<file path="src/rtl/jit_sched_pkg.sv">
package jit_sched_pkg;
   typedef enum logic {
      ST_IDLE = 1'b0,
      ST_RUN  = 1'b1
   } run_state_e;
endpackage

</file>
<file path="src/rtl/jit_sink_detect.sv">
module jit_sink_detect #(
   parameter int N      = 4,
   parameter int RANK_W = 4
) (
   input  logic [N*N-1:0]        act,
   input  logic [N*N*RANK_W-1:0] ir,
   input  logic [N*N*RANK_W-1:0] orr,
   output logic [N*N-1:0]        sink
);
   for (genvar i = 0; i < N; i++) begin : g_row
      for (genvar j = 0; j < N; j++) begin : g_col
         localparam int C = i*N + j;
         logic [N-1:0] blk_row;
         logic [N-1:0] blk_col;
         for (genvar k = 0; k < N; k++) begin : g_cmp
            assign blk_row[k] = act[i*N+k] &&
                  (ir[(i*N+k)*RANK_W +: RANK_W] < ir[C*RANK_W +: RANK_W]);
            assign blk_col[k] = act[k*N+j] &&
                  (orr[(k*N+j)*RANK_W +: RANK_W] < orr[C*RANK_W +: RANK_W]);
         end
         assign sink[C] = act[C] && !(|blk_row) && !(|blk_col);
      end
   end
endmodule

</file>
<file path="src/rtl/jit_lowest_pick.sv">
module jit_lowest_pick #(
   parameter int W         = 16,
   parameter int PICK_IMPL = 0
) (
   input  logic [W-1:0] req,
   output logic [W-1:0] gnt,
   output logic         any
);
   assign any = |req;
   if (PICK_IMPL == 0) begin : g_arith
      assign gnt = req & (~req + 1'b1);
   end else begin : g_chain
      logic [W:0] seen;
      assign seen[0] = 1'b0;
      for (genvar b = 0; b < W; b++) begin : g_bit
         assign gnt[b]    = req[b] & ~seen[b];
         assign seen[b+1] = seen[b] | req[b];
      end
   end
endmodule

</file>
<file path="src/rtl/jit_match_sched.sv">
module jit_match_sched
   import jit_sched_pkg::*;
#(
   parameter int N         = 4,
   parameter int RANK_W    = 4,
   parameter int SLACK_W   = 4,
   parameter int PICK_IMPL = 0,
   localparam int IDX_W    = (N > 1) ? $clog2(N) : 1
) (
   input  logic                  clk,
   input  logic                  rst_n,
   input  logic                  start,
   input  logic [N*N-1:0]        cell_valid,
   input  logic [N*N*SLACK_W-1:0] cell_slack,
   input  logic [N*N*RANK_W-1:0] in_rank,
   input  logic [N*N*RANK_W-1:0] out_rank,
   output logic                  busy,
   output logic                  done,
   output logic                  pick_vld,
   output logic [IDX_W-1:0]      pick_in,
   output logic [IDX_W-1:0]      pick_out,
   output logic [N*N-1:0]        grant
);
   localparam int CELLS = N*N;
   localparam int ITW   = $clog2(N+1);

   if (N < 2) begin : g_bad_n
      $error("jit_match_sched: N must be at least 2");
   end
   if (RANK_W < IDX_W) begin : g_bad_rank
      $error("jit_match_sched: RANK_W too narrow for N");
   end
   if (PICK_IMPL != 0 && PICK_IMPL != 1) begin : g_bad_pick
      $error("jit_match_sched: PICK_IMPL must be 0 or 1");
   end

   run_state_e                st_q;
   logic [CELLS-1:0]          act_q;
   logic [CELLS*RANK_W-1:0]   ir_q, or_q;
   logic [ITW-1:0]            iter_q;
   logic [CELLS-1:0]          zs, sink, pick, kill;
   logic                      any;
   logic [IDX_W-1:0]          enc_i, enc_o;

   assign busy = (st_q == ST_RUN);

   for (genvar c = 0; c < CELLS; c++) begin : g_zs
      assign zs[c] = cell_valid[c] && (cell_slack[c*SLACK_W +: SLACK_W] == '0);
   end

   jit_sink_detect #(.N(N), .RANK_W(RANK_W)) u_sink (
      .act (act_q),
      .ir  (ir_q),
      .orr (or_q),
      .sink(sink)
   );

   jit_lowest_pick #(.W(CELLS), .PICK_IMPL(PICK_IMPL)) u_pick (
      .req(sink),
      .gnt(pick),
      .any(any)
   );

   always_comb begin
      enc_i = '0;
      enc_o = '0;
      for (int c = 0; c < CELLS; c++) begin
         if (pick[c]) begin
            enc_i = IDX_W'(c / N);
            enc_o = IDX_W'(c % N);
         end
      end
   end

   for (genvar i = 0; i < N; i++) begin : g_kr
      for (genvar j = 0; j < N; j++) begin : g_kc
         assign kill[i*N+j] = (enc_i == IDX_W'(i)) || (enc_o == IDX_W'(j));
      end
   end

   always_ff @(posedge clk) begin
      if (!rst_n) begin
         st_q     <= ST_IDLE;
         act_q    <= '0;
         ir_q     <= '0;
         or_q     <= '0;
         iter_q   <= '0;
         grant    <= '0;
         done     <= 1'b0;
         pick_vld <= 1'b0;
         pick_in  <= '0;
         pick_out <= '0;
      end else begin
         done     <= 1'b0;
         pick_vld <= 1'b0;
         if (st_q == ST_IDLE) begin
            if (start) begin
               st_q   <= ST_RUN;
               act_q  <= zs;
               ir_q   <= in_rank;
               or_q   <= out_rank;
               iter_q <= '0;
               grant  <= '0;
            end
         end else begin
            if (any) begin
               grant    <= grant | pick;
               act_q    <= act_q & ~kill;
               iter_q   <= iter_q + 1'b1;
               pick_vld <= 1'b1;
               pick_in  <= enc_i;
               pick_out <= enc_o;
            end
            if (!any || iter_q == ITW'(N-1)) begin
               st_q <= ST_IDLE;
               done <= 1'b1;
            end
         end
      end
   end

   AST_DONE_PULSE: assert property (@(posedge clk) disable iff (!rst_n)
      done |=> !done);
   AST_DONE_IDLE: assert property (@(posedge clk) disable iff (!rst_n)
      done |-> !busy);
   AST_ITER_LIMIT: assert property (@(posedge clk) disable iff (!rst_n)
      busy |-> (iter_q < ITW'(N)));
   AST_PICK_ONE: assert property (@(posedge clk) disable iff (!rst_n)
      busy |-> $onehot0(pick));
   AST_PICK_SINK: assert property (@(posedge clk) disable iff (!rst_n)
      busy |-> ((pick & ~sink) == '0));
   AST_GRANT_HOLD: assert property (@(posedge clk) disable iff (!rst_n)
      (!busy && !start) |=> $stable(grant));
   AST_BUSY_START: assert property (@(posedge clk) disable iff (!rst_n)
      (busy && start && !done) |=> (busy || done));

   for (genvar i = 0; i < N; i++) begin : g_chk
      logic [N-1:0] colv;
      for (genvar k = 0; k < N; k++) begin : g_cv
         assign colv[k] = grant[k*N+i];
      end
      AST_ROW_ONE: assert property (@(posedge clk) disable iff (!rst_n)
         $onehot0(grant[i*N +: N]));
      AST_COL_ONE: assert property (@(posedge clk) disable iff (!rst_n)
         $onehot0(colv));
   end
endmodule

</file>
<file path="config.mk">
export PLATFORM = sky130hd
export DESIGN_NAME = jit_match_sched
export DESIGN_NICKNAME = d
export VERILOG_FILES = /design/src/rtl/jit_sched_pkg.sv /design/src/rtl/jit_sink_detect.sv /design/src/rtl/jit_lowest_pick.sv /design/src/rtl/jit_match_sched.sv
export SDC_FILE = /design/constraint.sdc
export NUM_CORES = 1
export LEC_CHECK = 0
export ABC_AREA = 1
export ABC_CLOCK_PERIOD_IN_PS = 2120
export BUFFER_PORTS_ARGS = -buffer_cell sky130_fd_sc_hd__buf_2
export CELL_PAD_IN_SITES_DETAIL_PLACEMENT = 1
export CELL_PAD_IN_SITES_GLOBAL_PLACEMENT = 1
export CORE_MARGIN = 5
export CORE_UTILIZATION = 35
export CTS_CLUSTER_SIZE = 28
export DETAILED_ROUTE_END_ITERATION = 8
export HOLD_SLACK_MARGIN = 0.08
export PLACE_DENSITY = 0.8
export SYNTH_ARGS = -nofsm -noshare
export SYNTH_HDL_FRONTEND = slang
export SYNTH_SLANG_ARGS = --single-unit
</file>
<file path="constraint.sdc">
create_clock -name clk -period 2.12 [get_ports clk]
set_input_delay 0.424 -clock clk [delete_from_list [all_inputs] [get_ports clk]]
set_output_delay 0.424 -clock clk [all_outputs]
set_load 0.02 [all_outputs]
</file>
==> metrics.cfg <==
[global_routing]
gr-total-overflow=0
gr-usage-all-layers_pct=25.7
grt_start_max_net_pins=89
busiest_layer=met2
grt_use_met3_pct=4.52
met2_usage_pct=45.5
antenna_found_initial=0
grt_pass1_wl_um=78200
use_met1_pct=30.8
grt_pass1_vias=14800

[floorplanning]
core_area_sq_um=34300
initial_utilization_pct=35.2
num_rows=68
dieHeight_um=196
die_x_um=196
die_area_sq_um=38300
ios=234

[setup_path]
cp_max_fo=5
critPathKind=reg2reg
crit_path_start_kind=flop
cp-end-kind=flop
arrival_ns=3.08
worstPathRequired_ns=2.49
rrSetupSlack_ns=-0.59

[synth]
ys_types=41
synth.area.top_cells=dfxtp_1 (28%), ha_1 (20%), nand2_1 (9.8%), inv_1 (8.3%), a21oi_1 (7.3%)
synthArstFlopShare_pct=0
syn-instance-count=1753
synth_common_cells=nand2_1 (316), inv_1 (267), ha_1 (194)
yosysTopAreaCellShare_pct=28.2
ys_seq_elements=170
yosysWarningCount=0
synth_top_cell_by_area=dfxtp_1
ys.flop_type=dfxtp_1
avgSynthCellArea_sq_um=6.88
synth_nets=2158
syn_area_sq_um=12100
yosysMostFrequentCell=nand2_1
synth-edff-count=0
seq_area_frac_synth_pct=28.2

[clocking]
numCtsBuffers=17
cts.sinks=170
clkTransAtPathRegs_ns=0.09
clk_path_buf_depth=2
root_buffer=clkbuf_16
cts_max_level=4
cts_tree=done
clk_latency_ns=0.47
ctsHoldBuffers=0

[outcome]
status=finished with violations
failed_checks=negative setup slack

[timing]
hold_viol=0
drv_slew=0
finalCritPeriodShare_pct=128
relSlewSlack_pct=52.7
fmax_mhz=369
finalSetupViolations=42
skew_ns=0.0148
setup_ws_ns=-0.589
grt_setup_unrepaired=yes
period_needed_ns=2.71
whs_ns=0.210
worst_pin_slew_ns=0.702

[pwr]
p_comb_share_pct=54.5
p_sw_mw=7.08
p_per_area_nw_per_um2=899
swShare_pct=44.2
internal_power_mw=8.94
p_leak_nw=8.61
pwr-share-clk_pct=19.7
ir_drop_v=0.000651
pwr-share-seq_pct=25.8

[routing]
drcViolationCount=0
drtPass1Iterations=5
totalWireLength_um=54200
vias_per_cell=5.26
wl_per_cell_um=20.4
vias=14000
drtIter0Drc=708
ant_nets=0

[placed_design]
dpl.hpwl_um=40100
place_ws_ns=-0.717
finalWeightedCongestion=0.957
placed_area_sq_um=15600
io_buffers=233

[layout]
fillerInstances=4252
finalNetCount=2597
final_layout_size_suffix_gt1_share_pct=41.9
finish.instance_area_sq_um=17800
num_antenna_cells=0
area_growth_pct=47.7

[worst_hold_path]
hold_path_class=in2reg

[flow_run]
drv_cap=0

## sequential cells by signal, summed over array words and instances, names as in the netlist
register	count
pick_vld	1
busy	1
pick_in	2
pick_out	2
act_q	16
or_q	64
ir_q	64
done	1
iter_q	3
grant	16
## critical path: stages (launching register included)
cell	delay, ns
dfxtp_1	0.41
inv_1	0.11
ha_1	0.20
o21bai_1	0.22
nand2_2	0.09
nand2_1	0.08
nand3_2	0.07
nand2_1	0.06
inv_1	0.03
nand3b_1	0.17
nand2_2	0.12
nor2_4	0.13
nand3_4	0.11
o21ai_4	0.24
nand2_4	0.12
buf_4	0.16
o21ai_1	0.12
inv_1	0.05
nand2_1	0.05
inv_1	0.03
## metrics by stage
step	util [%]	total power [mW]	std cells	setup TNS, ns
6_report	52.0	16.0	2659	-22.04
5_1_grt	52.0	16.9	2659	-27.42
4_1_cts	49.3	14.9	2652	-18.02
3_5_place_dp	45.6	11.0	2613	-23.26
3_3_place_gp	45.6	10.7	2613	-18.70
2_1_floorplan	-	7.96	1753	-1.98
## layout by cell type, fill, tap and decap left out, drive strengths merged
cell | netlist | final
buf | 19 | 483
clkinvlp | 0 | 3
nor3b | 1 | 1
dfxtp | 170 | 170
nor2 | 166 | 166
nand4 | 23 | 23
inv | 278 | 282
nor4 | 16 | 16
o21ai | 168 | 168
ha | 194 | 194
a31oi | 13 | 13
clkbuf | 45 | 18
a211oi | 1 | 1
o21bai | 17 | 17
nor3 | 8 | 8
nand3b | 1 | 1
a21oi | 177 | 177
nand2 | 324 | 325
o21ba | 1 | 1
o31ai | 1 | 1
o211ai | 3 | 3
nand3 | 121 | 121
clkinv | 1 | 6
bufinv | 0 | 1
or2 | 2 | 2
o21a | 3 | 3
## worst paths after layout
| kind | start | to | cells past startpoint |
|---|---|---|---|
| max | ir_q[36]$_SDFFE_PN0P_ | act_q[9]$_SDFFE_PN0P_ | 19 |
| min | in_rank[45] | ir_q[45]$_SDFFE_PN0P_ | 3 |
| max reg2reg | ir_q[36]$_SDFFE_PN0P_ | act_q[9]$_SDFFE_PN0P_ | 19 |
| min reg2reg | grant[7]$_SDFFE_PN0P_ | grant[7]$_SDFFE_PN0P_ | 2 |
## per-layer routing
layer / part of all wire [%] / routed length [um]
met1: 41 / 22000
met2: 50 / 27200
met3: 4.5 / 2420
met4: 4.8 / 2590
met5: 0 / 0
## power by group through the flow
stage,logic (mW),registers [mW],clock network (mW)
floorplan,4.03,3.93,0
global placement,6.67,4.05,0
detailed placement,6.97,4.07,0
CTS,7.69,4.05,3.18
global route,9.47,4.16,3.30
finish,8.73,4.13,3.15
## cell families (layout without fill, tap and decap cells)
family,Yosys count,after routing,share of synthesized area [%]
AND/OR/NAND/NOR,662,663,23.7
AO/OA/AOI/OAI,384,384,16.9
buffers and inverters,343,793,11.1
adder cells (fa/ha/maj),194,194,20.1
flip-flops,170,170,28.2
## what timing repair did
item | in CTS | in global routing
gates resized for setup | 190 | 204
setup endpoints to repair | 42 | 42
cloned | 1 | 0
endpoints found under the hold margin | 0 | 0
pin swaps | 56 | 80
setup buffers | 7 | 7
## layout make-up
class                           instances  area (sq um)  area share (%)
Clock buffer                           18           429            2.41
Clock inverter                         13           120           0.674
Inverter                              279          1070            6.02
Multi-Input combinational cell       1241          8910            50.0
Sequential cell                       170          3530            19.8
Tap cell                              455           569            3.20
Timing Repair Buffer                  483          3180            17.8
No activity file was read; power rests on OpenSTA's default activity.
